==> config.mk <==
export PLATFORM = sky130hd
export DESIGN_NAME = flash_lock_cui
export DESIGN_NICKNAME = d
export VERILOG_FILES = /design/src/rtl/flash_lock_pkg.sv /design/src/rtl/flash_lock_decode.sv /design/src/rtl/flash_lock_seq.sv /design/src/rtl/flash_lock_store.sv /design/src/rtl/flash_lock_cui.sv
export SDC_FILE = /design/constraint.sdc
export NUM_CORES = 1
export LEC_CHECK = 0
export ABC_CLOCK_PERIOD_IN_PS = 1100
export BUFFER_PORTS_ARGS = -buffer_cell sky130_fd_sc_hd__buf_2
export CAP_MARGIN = 20
export CORE_ASPECT_RATIO = 2
export CORE_MARGIN = 2
export CORE_UTILIZATION = 25
export DETAILED_ROUTE_END_ITERATION = 10
export PLACE_DENSITY_LB_ADDON = 0.15
export REMOVE_ABC_BUFFERS = 1
export SETUP_SLACK_MARGIN = 0.02
export SYNTH_ARGS = -nofsm -noshare
export SYNTH_HDL_FRONTEND = slang
export SYNTH_HIERARCHICAL = 1
export SYNTH_SLANG_ARGS = --single-unit
export TNS_END_PERCENT = 20
==> constraint.sdc <==
create_clock -name clk -period 1.1 [get_ports clk]
set_input_delay 0.11 -clock clk [delete_from_list [all_inputs] [get_ports clk]]
set_output_delay 0.11 -clock clk [all_outputs]
set_load 0.01 [all_outputs]
==> src/rtl/flash_lock_pkg.sv <==
`timescale 1ns/1ps
package flash_lock_pkg;
  typedef enum logic [1:0] {LK_NONE, LK_BLOCK, LK_PERM, LK_CLEAR} lk_op_e;
  typedef enum logic [1:0] {SQ_IDLE, SQ_SETUP, SQ_BUSY} sq_state_e;

  localparam logic [7:0] CMD_SETUP   = 8'h60;
  localparam logic [7:0] CNF_BLOCK   = 8'h01;
  localparam logic [7:0] CNF_PERM    = 8'hF1;
  localparam logic [7:0] CNF_CLEAR   = 8'hD0;
  localparam logic [7:0] CMD_CLRSTAT = 8'h50;
  localparam logic [7:0] CMD_RDSTAT  = 8'h70;
  localparam logic [7:0] CMD_ARRAY   = 8'hFF;

  localparam logic [7:0] ST_E_PROT = 8'h02;
  localparam logic [7:0] ST_E_VPP  = 8'h08;
  localparam logic [7:0] ST_E_SET  = 8'h10;
  localparam logic [7:0] ST_E_CLR  = 8'h20;
  localparam logic [7:0] ST_ERRS   = 8'h3A;
endpackage

==> src/rtl/flash_lock_decode.sv <==
`timescale 1ns/1ps
module flash_lock_decode
  import flash_lock_pkg::*;
(
  input  logic [7:0] wr_data,
  input  logic       perm_locked,
  input  logic       wp_on,
  input  logic       rp_hv,
  input  logic       vpp_low,
  output logic       is_setup,
  output logic       is_rdstat,
  output logic       is_clrstat,
  output logic       is_array,
  output lk_op_e     cnf_op,
  output logic [7:0] fail_mask
);
  logic guarded;

  assign is_setup   = (wr_data == CMD_SETUP);
  assign is_rdstat  = (wr_data == CMD_RDSTAT);
  assign is_clrstat = (wr_data == CMD_CLRSTAT);
  assign is_array   = (wr_data == CMD_ARRAY);
  assign guarded    = perm_locked | (wp_on & ~rp_hv);

  always_comb begin
    case (wr_data)
      CNF_BLOCK: cnf_op = LK_BLOCK;
      CNF_PERM:  cnf_op = LK_PERM;
      CNF_CLEAR: cnf_op = LK_CLEAR;
      default:   cnf_op = LK_NONE;
    endcase
  end

  // Lockout voltage is judged first; protection is reported only with good supply.
  always_comb begin
    fail_mask = 8'h00;
    case (cnf_op)
      LK_BLOCK: begin
        if (vpp_low)      fail_mask = ST_E_VPP | ST_E_SET;
        else if (guarded) fail_mask = ST_E_PROT | ST_E_SET;
      end
      LK_PERM: begin
        if (vpp_low)      fail_mask = ST_E_VPP | ST_E_SET;
        else if (!rp_hv)  fail_mask = ST_E_PROT | ST_E_SET;
      end
      LK_CLEAR: begin
        if (vpp_low)      fail_mask = ST_E_VPP | ST_E_CLR;
        else if (guarded) fail_mask = ST_E_PROT | ST_E_CLR;
      end
      default: fail_mask = 8'h00;
    endcase
  end
endmodule

==> src/rtl/flash_lock_seq.sv <==
`timescale 1ns/1ps
module flash_lock_seq
  import flash_lock_pkg::*;
#(
  parameter int BUSY_CYCLES = 4,
  parameter int BLK_W       = 3
) (
  input  logic             clk,
  input  logic             rst_n,
  input  logic             wr_en,
  input  logic             is_setup,
  input  logic             is_rdstat,
  input  logic             is_clrstat,
  input  logic             is_array,
  input  lk_op_e           cnf_op,
  input  logic [7:0]       fail_mask,
  input  logic [BLK_W-1:0] blk_in,
  output logic             busy,
  output logic             show_status,
  output logic             in_setup,
  output logic             done,
  output logic             bad_seq,
  output logic             clr_stat,
  output lk_op_e           done_op,
  output logic [7:0]       done_mask,
  output logic [BLK_W-1:0] done_blk
);
  localparam int CNT_W = (BUSY_CYCLES > 1) ? $clog2(BUSY_CYCLES) : 1;

  sq_state_e        state_q, state_d;
  logic [CNT_W-1:0] cnt_q, cnt_d;
  logic             stat_q, stat_d;
  logic             cap_en;
  lk_op_e           op_q;
  logic [7:0]       mask_q;
  logic [BLK_W-1:0] blk_q;

  always_comb begin
    state_d  = state_q;
    cnt_d    = cnt_q;
    stat_d   = stat_q;
    cap_en   = 1'b0;
    done     = 1'b0;
    bad_seq  = 1'b0;
    clr_stat = 1'b0;
    case (state_q)
      SQ_IDLE: if (wr_en) begin
        if (is_setup) begin
          state_d = SQ_SETUP;
          stat_d  = 1'b1;
        end else if (is_rdstat) begin
          stat_d = 1'b1;
        end else if (is_array) begin
          stat_d = 1'b0;
        end else if (is_clrstat) begin
          clr_stat = 1'b1;
        end
      end
      SQ_SETUP: if (wr_en) begin
        stat_d = 1'b1;
        if (cnf_op != LK_NONE) begin
          state_d = SQ_BUSY;
          cnt_d   = CNT_W'(BUSY_CYCLES - 1);
          cap_en  = 1'b1;
        end else begin
          bad_seq = 1'b1;
          state_d = SQ_IDLE;
        end
      end
      SQ_BUSY: begin
        if (cnt_q == '0) begin
          done    = 1'b1;
          state_d = SQ_IDLE;
        end else begin
          cnt_d = cnt_q - 1'b1;
        end
      end
      default: state_d = SQ_IDLE;
    endcase
  end

  always_ff @(posedge clk or negedge rst_n) begin
    if (!rst_n) begin
      state_q <= SQ_IDLE;
      cnt_q   <= '0;
      stat_q  <= 1'b0;
    end else begin
      state_q <= state_d;
      cnt_q   <= cnt_d;
      stat_q  <= stat_d;
    end
  end

  always_ff @(posedge clk or negedge rst_n) begin
    if (!rst_n) begin
      op_q   <= LK_NONE;
      mask_q <= 8'h00;
      blk_q  <= '0;
    end else if (cap_en) begin
      op_q   <= cnf_op;
      mask_q <= fail_mask;
      blk_q  <= blk_in;
    end
  end

  assign busy        = (state_q == SQ_BUSY);
  assign in_setup    = (state_q == SQ_SETUP);
  assign show_status = stat_q;
  assign done_op     = op_q;
  assign done_mask   = mask_q;
  assign done_blk    = blk_q;
endmodule

==> src/rtl/flash_lock_store.sv <==
`timescale 1ns/1ps
module flash_lock_store
  import flash_lock_pkg::*;
#(
  parameter int NUM_BLOCKS = 8,
  parameter int BLK_W      = 3
) (
  input  logic                  clk,
  input  logic                  rst_n,
  input  logic                  done,
  input  lk_op_e                done_op,
  input  logic [7:0]            done_mask,
  input  logic [BLK_W-1:0]      done_blk,
  input  logic                  bad_seq,
  input  logic                  clr_stat,
  output logic [NUM_BLOCKS-1:0] blk_lock,
  output logic                  perm_lock,
  output logic [7:0]            err
);
  logic                  success;
  logic [NUM_BLOCKS-1:0] lock_q, lock_d;
  logic                  perm_q, perm_d;
  logic [7:0]            err_q, err_d;

  assign success = done & (done_mask == 8'h00);

  for (genvar g = 0; g < NUM_BLOCKS; g++) begin : g_lock
    always_comb begin
      lock_d[g] = lock_q[g];
      if (success && done_op == LK_CLEAR)
        lock_d[g] = 1'b0;
      else if (success && done_op == LK_BLOCK && done_blk == BLK_W'(g))
        lock_d[g] = 1'b1;
    end
  end

  always_comb begin
    perm_d = perm_q | (success & (done_op == LK_PERM));
    err_d  = err_q;
    if (clr_stat)     err_d = 8'h00;
    else if (bad_seq) err_d = err_q | ST_E_SET | ST_E_CLR;
    else if (done)    err_d = err_q | (done_mask & ST_ERRS);
  end

  always_ff @(posedge clk or negedge rst_n) begin
    if (!rst_n) begin
      lock_q <= '0;
      perm_q <= 1'b0;
      err_q  <= 8'h00;
    end else begin
      lock_q <= lock_d;
      perm_q <= perm_d;
      err_q  <= err_d;
    end
  end

  assign blk_lock  = lock_q;
  assign perm_lock = perm_q;
  assign err       = err_q;
endmodule

==> src/rtl/flash_lock_cui.sv <==
`timescale 1ns/1ps
module flash_lock_cui
  import flash_lock_pkg::*;
#(
  parameter int NUM_BLOCKS  = 8,
  parameter int ADDR_W      = 10,
  parameter int BUSY_CYCLES = 4
) (
  input  logic                  clk,
  input  logic                  rst_n,
  input  logic                  wr_en,
  input  logic [7:0]            wr_data,
  input  logic [ADDR_W-1:0]     wr_addr,
  input  logic                  rd_en,
  output logic [7:0]            rd_data,
  input  logic                  wp_on,
  input  logic                  rp_hv,
  input  logic                  vpp_low,
  output logic                  ready,
  output logic [NUM_BLOCKS-1:0] blk_locked,
  output logic                  perm_locked
);
  localparam int BLK_W = (NUM_BLOCKS > 1) ? $clog2(NUM_BLOCKS) : 1;
  localparam int OFS_W = ADDR_W - BLK_W;

  logic [1:0]       rst_sync_q;
  logic             rst_sync_n;
  logic             is_setup, is_rdstat, is_clrstat, is_array;
  lk_op_e           cnf_op, done_op;
  logic [7:0]       fail_mask, done_mask, status_err;
  logic [BLK_W-1:0] blk_in, done_blk;
  logic             busy, show_status, in_setup, done, bad_seq, clr_stat;

  always_ff @(posedge clk or negedge rst_n) begin
    if (!rst_n) rst_sync_q <= 2'b00;
    else        rst_sync_q <= {rst_sync_q[0], 1'b1};
  end
  assign rst_sync_n = rst_sync_q[1];

  assign blk_in = BLK_W'(wr_addr >> OFS_W);

  flash_lock_decode u_decode (
    .wr_data     (wr_data),
    .perm_locked (perm_locked),
    .wp_on       (wp_on),
    .rp_hv       (rp_hv),
    .vpp_low     (vpp_low),
    .is_setup    (is_setup),
    .is_rdstat   (is_rdstat),
    .is_clrstat  (is_clrstat),
    .is_array    (is_array),
    .cnf_op      (cnf_op),
    .fail_mask   (fail_mask)
  );

  flash_lock_seq #(.BUSY_CYCLES(BUSY_CYCLES), .BLK_W(BLK_W)) u_seq (
    .clk         (clk),
    .rst_n       (rst_sync_n),
    .wr_en       (wr_en),
    .is_setup    (is_setup),
    .is_rdstat   (is_rdstat),
    .is_clrstat  (is_clrstat),
    .is_array    (is_array),
    .cnf_op      (cnf_op),
    .fail_mask   (fail_mask),
    .blk_in      (blk_in),
    .busy        (busy),
    .show_status (show_status),
    .in_setup    (in_setup),
    .done        (done),
    .bad_seq     (bad_seq),
    .clr_stat    (clr_stat),
    .done_op     (done_op),
    .done_mask   (done_mask),
    .done_blk    (done_blk)
  );

  flash_lock_store #(.NUM_BLOCKS(NUM_BLOCKS), .BLK_W(BLK_W)) u_store (
    .clk       (clk),
    .rst_n     (rst_sync_n),
    .done      (done),
    .done_op   (done_op),
    .done_mask (done_mask),
    .done_blk  (done_blk),
    .bad_seq   (bad_seq),
    .clr_stat  (clr_stat),
    .blk_lock  (blk_locked),
    .perm_lock (perm_locked),
    .err       (status_err)
  );

  assign ready   = ~busy;
  assign rd_data = (rd_en && show_status) ? ({ready, 7'b0} | status_err) : 8'h00;
endmodule

# Word-level counts from Yosys, hierarchy flattened
# Cells that the tools add are included.
[word_totals]
reg_bits = 37
inputBits = 25
output_inout_bits = 18
wordCells = 148
[op_classes]
n_addsub = 1
n_eq_ne = 30
n_mux = 58
n_bitwise = 9
reduce_logical = 32
[ops]
columns = ["op", "n"]
rows = [
  ["$mux W8", 7],
  ["$mux W1", 35],
  ["$eq A8 B7 Y1 const B", 3],
  ["$eq A8 B8 Y1 const B", 3],
  ["$pmux W8 S3", 1],
  ["$reduce_bool A2 Y1", 12],
  ["$mux W2", 8],
  ["$eq A3 B3 Y1 const B", 4],
  ["$pmux W2 S3", 2],
  ["$reduce_and A4 Y1", 3],
  ["$logic_and A1 B1 Y1", 11],
  ["$eq A2 B2 Y1 const B", 5],
  ["$mux W5", 2],
  ["$eq A8 B1 Y1 const B", 1],
  ["$logic_not A8 Y1", 1],
  ["$ne A2 B2 Y1 const B", 4],
  ["$or A8 B6 Y8", 1],
  ["$or A8 B8 Y8", 1],
  ["$eq A2 B1 Y1 const B", 3],
  ["$eq A3 B2 Y1 const B", 2],
  ["$mux W6", 1],
  ["$ne A2 B1 Y1 const B", 3],
  ["$logic_not A2 Y1", 2],
  ["$ne A4 B4 Y1 const B", 1],
  ["other kinds (10)", 14],
]

# Longest topological paths before layout
# Gate-level depths: netlist (run 1).
[depth]
depth_word = 9
depth_mapped = 8
ltp_nobuf = 8

# Hierarchy
# The synthesis (run 1) kept the hierarchy.
[by_module_without_submodules]
columns = ["mod", "n_inst", "cells_per_inst", "area_each_um2", "seq_area_each_um2"]
rows = [
  ["flash_lock_seq", 1, 61, 834.6, 450.4],
  ["flash_lock_store", 1, 61, 653.1, 325.3],
  ["flash_lock_decode", 1, 40, 277.8, 0.0],
  ["flash_lock_cui", 1, 12, 111.4, 50.0],
]

# Least setup slack after synthesis (run 1)
# Ideal clock, no wire load.
[synth_timing]
path_kind = "input-to-reg"
from = "input wr_data[2]"
to = "register u_seq.blk_q[0] (netlist: u_seq/done_blk[0])"
setup_ns = 0.125
arrival_time_ns = 1.593
required_ns = 0.975
setup_slack_ns = -0.618
cell_stages = 6
path_buffers = 1
path_cell_list = "or3_4 > nor3_2 > or2_2 > and2_4 > buf_6 > mux2_4"
[synth_between]
elab_chain_cells = 6
word_cells_on_any_way = 8
classes_between = "eq/ne (3); mux (4); reduce/logical (1)"
[synth_rtl]
columns = ["item", "line_no", "source"]
rows = [
  ["from (decl)", "flash_lock_cui.sv:12", "input logic [7:0] wr_data,"],
  ["$eq A8 B8 Y1 or $eq A8 B1 Y1 (tied branches)", "flash_lock_decode.sv:26", "case (wr_data)"],
  ["$pmux W2 S3 (*)", "flash_lock_decode.sv:26", ""],
  ["named net cnf_op[1]", "flash_lock_cui.sv:29", "lk_op_e cnf_op, done_op;"],
  ["$reduce_bool A2 Y1 (*)", "flash_lock_seq.sv:61", "if (cnf_op != LK_NONE) begin"],
  ["$mux W1 (*)", "flash_lock_seq.sv:61", ""],
  ["$mux W1 (*)", "flash_lock_seq.sv:59", "SQ_SETUP: if (wr_en) begin"],
  ["$mux W1 (*)", "flash_lock_seq.sv:46", "case (state_q)"],
  ["to (signal assigned)", "flash_lock_seq.sv:102", "blk_q <= blk_in;"],
  ["to (decl)", "flash_lock_seq.sv:36", "logic [BLK_W-1:0] blk_q;"],
]
# The timed path passes the listed nets; every way through them passes the cells marked *.
# A chain may end at the register's enable or synchronous reset.

# Worst setup path after layout (run 1)
[layout_timing]
from = "register u_seq.cnt_q[0]"
to = "register u_store.lock_q[2] (netlist: u_store/blk_lock[2])"
[layout_between]
elab_chain_cells = 7
word_cells_on_any_way = 9
classes_between = "mux (3); bitwise (1); reduce/logical (5)"
[layout_rtl]
columns = ["item", "line_no", "source"]
rows = [
  ["from (decl)", "flash_lock_seq.sv:31", "logic [CNT_W-1:0] cnt_q, cnt_d;"],
  ["from (signal assigned)", "flash_lock_seq.sv:89", "cnt_q <= cnt_d;"],
  ["$logic_not A2 Y1 (*)", "flash_lock_seq.sv:71", "if (cnt_q == '0) begin"],
  ["$mux W1 (*)", "flash_lock_seq.sv:71", ""],
  ["$mux W1 (*)", "flash_lock_seq.sv:46", ""],
  ["named net done", "flash_lock_cui.sv:32", "logic busy, show_status, in_setup, done, bad_seq, clr_stat;"],
  ["$and A1 B1 Y1 (*)", "flash_lock_store.sv:25", "assign success = done & (done_mask == 8'h00);"],
  ["$logic_and A1 B1 Y1 (2 in a row)", "flash_lock_store.sv:32", "else if (success && done_op == LK_BLOCK && done_blk == BLK_W'(g))"],
  ["$reduce_bool A2 Y1 (no line)", "n/a", ""],
  ["to (signal assigned)", "flash_lock_store.sv:51", "lock_q <= lock_d;"],
  ["to (decl)", "flash_lock_store.sv:21", "logic [NUM_BLOCKS-1:0] lock_q, lock_d;"],
]
# Marks and branches as above.

==> results.txt, run 1 <==
Run status: finished with violations
Failing checks: negative setup slack
Critical-path cell list: inv_1, ha_2, and2_4, nor4bb_4, buf_4, and4_1, buf_6, nor2_1
Setup crit end kind: register
Syn avg cell area: 10.8 um2
Post-DR wirelength/cell: 14.2 um
Post-Syn Instances: 173
GRT Total Usage: 0.132
Antenna violations before repair: 0
Crit Path Class: reg2reg
Worst reg-to-reg path cell count: 8
Worst ir drop on vdd: 803 uV
CP max FO: 8
Max Fclk: 0.620 GHz
Met2 Usage GRT: 0.255
Ports: 43
Fin area: 2740 um2
Unrepaired setup endpoints after global routing: yes
Endpoints failing setup: 37
Final min period: 1610 ps
CTS root buffer: clkbuf_16
Antenna cell count: 0
CP arrival: 1780 ps
Crit path required time: 1270 ps
Setup slack after layout: -512 ps
Worst setup path start: u_seq/cnt_q[0]
Grt met3 use: 0.0268
Critical path's largest stage delay: 380 ps
Routed via count: 1,583
Syn Std Cell Area: 1870 um2
Full die area: 8230 um2
Reg-to-reg endpoint: u_store/blk_lock[2]
Placement Cell Area: 2410 um2
Share of cells above drive strength 1: 0.514
Worst reg2reg setup slack: -510 ps
Met1 Track Usage GR: 0.127
GPL Wtd Cong: 0.681
Total wire length: 4940 um
Largest net degree at the start of global routing: 32
Iteration-0 DRC Markers: 22
FILL cells: 758
CTS tree: built
Leak: 0.00135 uW
GR Overflow Total: 0
Final Power: 2850 uW
Die Ht: 126 um
First-pass GRT wire length: 8110 um
Pwr Density: 1040 nW/um2
Drt pass-1 iters: 3
Most used routing layer in global routing: met2
Clock skew: 2.17 ps
Capture point of the critical path: u_store/blk_lock[2]
Worst R2R Start: u_seq/cnt_q[0]
Final HPWL DP: 3740 um
Ys Warns: 6
Clock Sinks: 33
ANT nets after route: 0
PortBufs: 32
H-tree lvl count: 2
Total Nets Final: 282
Vias per inst: 4.54
Number of global-route vias before repair: 1,663
Worst-path clk slew: 50 ps
CTS Buffer Depth: 2
Core Box Area: 7270 um2
Clock Latency Late Sink: 280 ps
Row cnt: 44
Tcrit/Tclk final: 1.47
Commonest non-fill, non-tap cell in the layout: buf_4
Initial Util: 0.257
CP Launch Type: register
Drt drc: 0
# Max-Cap Violations: 0
Area Growth Syn to Fin: 46.8%
CTS Buf Count: 5
Final hold vios: 0
Hold crit path type: in2reg
Most frequent cells in the layout: buf_4 (43), dfrtp_1 (32), buf_2 (29)
Slowest stage cell, crit path: dfrtp_1
Die width: 65.1 um
Final slew viol count: 0
## repair_timing
| item | in CTS | in global routing |
|---|---|---|
| hold buffers | 1 | 0 |
| gates cloned | 1 | 0 |
| gates resized for setup | 24 | 11 |
| pin swaps | 14 | 4 |
| hold endpoints to repair | 2 | 0 |
| buffers inserted | 3 | 0 |
| setup endpoints to repair | 37 | 38 |
## final cells by class
type                            count  area, um2  share of cell area
Timing Repair Buffer               81        577               0.210
Clock inverter                      3       17.5             0.00638
Sequential cell                    33        827               0.301
Clock buffer                        5        125              0.0456
Inverter                           11       41.3              0.0150
Tap cell                           92        115              0.0420
Multi-Input combinational cell    124       1040               0.379
## registers in the layout, indices dropped and copies added (netlist names)
signal	flops
rst_sync_q	2
u_seq/cnt_q	2
u_seq/done_blk	3
u_seq/done_mask	8
u_seq/done_op	2
u_seq/show_status	1
u_seq/state_q	2
u_store/blk_lock	8
u_store/err	4
u_store/perm_lock	1
## worst min-delay path by stage
| stage | to | cells past startpoint | start |
|---|---|---|---|
| 6_report | u_seq/done_blk[0] | 2 | wr_addr[7] |
| 5_1_grt | u_seq/done_blk[0] | 2 | wr_addr[7] |
| 4_1_cts | u_seq/done_blk[0] | 2 | wr_addr[7] |
| 3_5_place_dp | rst_sync_q[1] | 1 | rst_n |
| 3_3_place_gp | rst_sync_q[1] | 1 | rst_n |
| 2_1_floorplan | rst_sync_q[0] | 0 | rst_n |
## power breakdown
group	switching, uW	internal (uW)	leakage (uW)
sequential	23.6	1240	0.000433
combinational	117	114	0.000853
clock	534	829	0.0000696
## worst max-delay path, delay by kind of cell, from the launching register on
kind                       cells  cell delay [ps]
buffers and inverters          3              360
DFF                            1              380
adders and majority gates      1              180
and+or+nand+nor                4              590
## stage by stage
stage               hold slack (ps)  TNS (ps)  worst slack (ps)   util  std cells
global route                   57.7    -14270              -603  0.378        349
finish                         67.3    -11720              -512  0.378        349
detailed placement             -103    -20990              -879  0.331        336
floorplan                      -186    -13160              -607      -        167
CTS                            58.3    -12340              -518  0.370        349
global placement               -104    -21260              -877  0.331        336
## routing by layer
metal / up-vias / routed length [um]
met1: 754 / 1720
met2: 39 / 2890
met5: - / 0
met4: 0 / 111
li1: 782 / -
met3: 8 / 223
Power figures use the tool's default switching activity.
==> inputs of run 2 (changes only) <==
--- a/config.mk
+++ b/config.mk
@@ -12,7 +12,6 @@
 export CORE_MARGIN = 2
 export CORE_UTILIZATION = 25
 export DETAILED_ROUTE_END_ITERATION = 10
-export PLACE_DENSITY_LB_ADDON = 0.15
 export REMOVE_ABC_BUFFERS = 1
 export SETUP_SLACK_MARGIN = 0.02
 export SYNTH_ARGS = -nofsm -noshare
==> run 2 against run 1 <==
  * The flow still finishes with violations (negative setup slack)
  * Routed wire length down 8.7%
  * Clock-buffer cell count grew 2
  * Setup slack better by 98 ps
  * Critical path depth shrank 2
  * First-iteration DRC count increased by 32%
  * Via count grew 0.51%
  * Sequential cell count is the same
  * Largest power group unchanged
==> results.txt, run 2 (same netlist as run 1, synthesis figures left out) <==
Clock Latency Late Sink: 270 ps (about the same)
Pint: 2230 uW (+2.4%)
Drt pass-1 iters: 4 (+1)
Clock skew: 3.78 ps (+1.61 ps)
Logic pwr share: 0.077 (-0.004)
Slowest stage cell, crit path: dfrtp_2
Area Growth Syn to Fin: 47.8%
Delay-heaviest family, CP: flip-flops
CP Launch Type: register
Tcrit/Tclk final: 1.38 (-0.0895)
Commonest non-fill, non-tap cell in the layout: buf_4
CTS root buffer: clkbuf_16
Routed via count: 1,591 (+0.51%)
Seq pwr share: 0.444 (+0.003)
H-tree lvl count: 2 (unchanged)
Pwr Density: 1020 nW/um2 (-1.5%)
Final hold vios: 0 (unchanged)
Die Ht: 126 um (unchanged)
Clock Sinks: 33 (unchanged)
Switching power: 599 uW (-11%)
CP max FO: 3 (-5)
Largest net degree at the start of global routing: 32 (unchanged)
Unrepaired setup endpoints after global routing: yes
Run status: finished with violations
GRT Total Usage: 0.119 (-0.0133)
Placement Cell Area: 2380 um2 (-1.1%)
Total wire length: 4520 um (-8.7%)
Die width: 65.1 um (unchanged)
Pre-CTS setup slack: -756 ps (+122 ps)
Crit path buf inv count: 4 (+1)
Met1 Track Usage GR: 0.114 (-0.0135)
Iteration-0 DRC Markers: 29 (+32%)
Post-DR wirelength/cell: 13.0 um (-8.1%)
Setup slack after layout: -414 ps (+98.4 ps)
Total Nets Final: 281 (-0.35%)
Initial Util: 0.257 (unchanged)
Clock Power Share: 0.479 (about the same)
Critical path's largest stage delay: 450 ps (+70 ps)
Final Power: 2830 uW (-0.80%)
ANT nets after route: 0 (unchanged)
CTS Buf Count: 5 (unchanged)
Grt met3 use: 0.0214 (-0.00536)
Hold crit path type: in2reg
Ports: 43 (unchanged)
Placed Cells: 334 (-0.60%)
Max Fclk: 0.661 GHz (+6.5%)
Drt drc: 0 (unchanged)
Fin area: 2760 um2 (+0.68%)
GR Overflow Total: 0 (unchanged)
Setup crit end kind: output port
Number of global-route vias before repair: 1,647 (-0.96%)
Final slew viol count: 0 (unchanged)
PortBufs: 32 (unchanged)
CTS tree: built
Met2 Usage GRT: 0.233 (-0.0224)
Most used routing layer in global routing: met2
Most frequent cells in the layout: buf_4 (43), dfrtp_1 (31), buf_2 (29)
CTS Buffer Depth: 2 (unchanged)
Antenna violations before repair: 0 (unchanged)
Final HPWL DP: 3450 um (-8.0%)
# Max-Cap Violations: 0 (unchanged)
Share of cells above drive strength 1: 0.545 (+0.0315)
Full die area: 8230 um2 (unchanged)
Vias per inst: 4.59 (+1.1%)
GPL Wtd Cong: 0.822 (+21%)
Post-route insts no fill: 347 (-0.57%)
FILL cells: 774 (+2.1%)
First-pass GRT wire length: 7550 um (-7.0%)
Crit Path Class: reg2out
Worst reg2reg setup slack: -390 ps (+120 ps)
Antenna cell count: 0 (unchanged)
CP arrival: 1400 ps (-380 ps)
Row cnt: 44 (unchanged)
Leak: 0.00135 uW (-0.16%)
Worst-path clk slew: 50 ps (about the same)
Setup TNS: -10,200 ps (+1520 ps)
Critical-path cell list: nor2b_4, buf_4, buf_6, inv_4, o211a_1, buf_2
Final min period: 1510 ps (-98.4 ps)
Failing checks: negative setup slack
Switching portion of total power: 0.212 (-0.0246)
Core Box Area: 7270 um2 (unchanged)
Worst ir drop on vdd: 440 uV (-45%)
Endpoints failing setup: 37 (unchanged)
Crit path required time: 990 ps (-280 ps)
==> run 2: worst paths after layout <==
kind | endpoint | cells past startpoint | start
hold reg to reg | u_seq/done_blk[0] | 1 | rst_sync_q[1]
setup reg to reg | u_store/blk_lock[2] | 7 | u_seq/state_q[0]
max in group asynchronous | u_seq/show_status | 1 | rst_sync_q[1]
setup / recovery | rd_data[7] | 6 | u_seq/state_q[0]
hold / removal | u_seq/done_blk[1] | 2 | wr_addr[8]
min in group asynchronous | rst_sync_q[1] | 2 | rst_n
==> run 2: area by class of cell <==
type | instances | area (um2) | share of cell area
Clock buffer | 7 | 143 | 0.0516
Inverter | 11 | 43.8 | 0.0159
Multi-Input combinational cell | 124 | 1080 | 0.389
Sequential cell | 33 | 828 | 0.300
Tap cell | 92 | 115 | 0.0417
Timing Repair Buffer | 80 | 557 | 0.202
==> run 2: routing by layer <==
metal  routed length, um  part of all wire
met1                1620              0.36
met2                2660              0.59
met3                 129             0.029
met4                  99             0.022
met5                   0                 0
==> run 2: stage by stage <==
step | util | hold WS (ps)
after detailed placement | 0.328 | -99.5
after global routing | 0.380 | 75.8
after CTS | 0.375 | 70.8
after global placement | 0.328 | -104
final | 0.380 | 76.0
after floorplan | - | -186
==> run 2: timing repair <==
item	4_1_cts	5_1_grt
gates resized for setup	37	9
setup endpoints to repair	37	37
hold endpoints to repair	2	0
cloned	1	0
pin swaps	22	6
hold buffers	1	0
buffers inserted	3	1
==> run 2: worst reg2reg max path, cell delays in order (launching register included) <==
cell and delay (ps):
dfrtp_2 450, nor2b_4 130, and2_4 160, buf_6 90, nor4b_4 190, buf_6 170, a41oi_1 130, nor2_2 110
==> run 2: power groups by stage <==
stage	clock network, uW	logic, uW	registers [uW]
after global placement	0	197	1270
after global routing	1430	243	1260
after CTS	1390	219	1260
after detailed placement	0	202	1270
final	1360	219	1260
after floorplan	0	70.9	1280
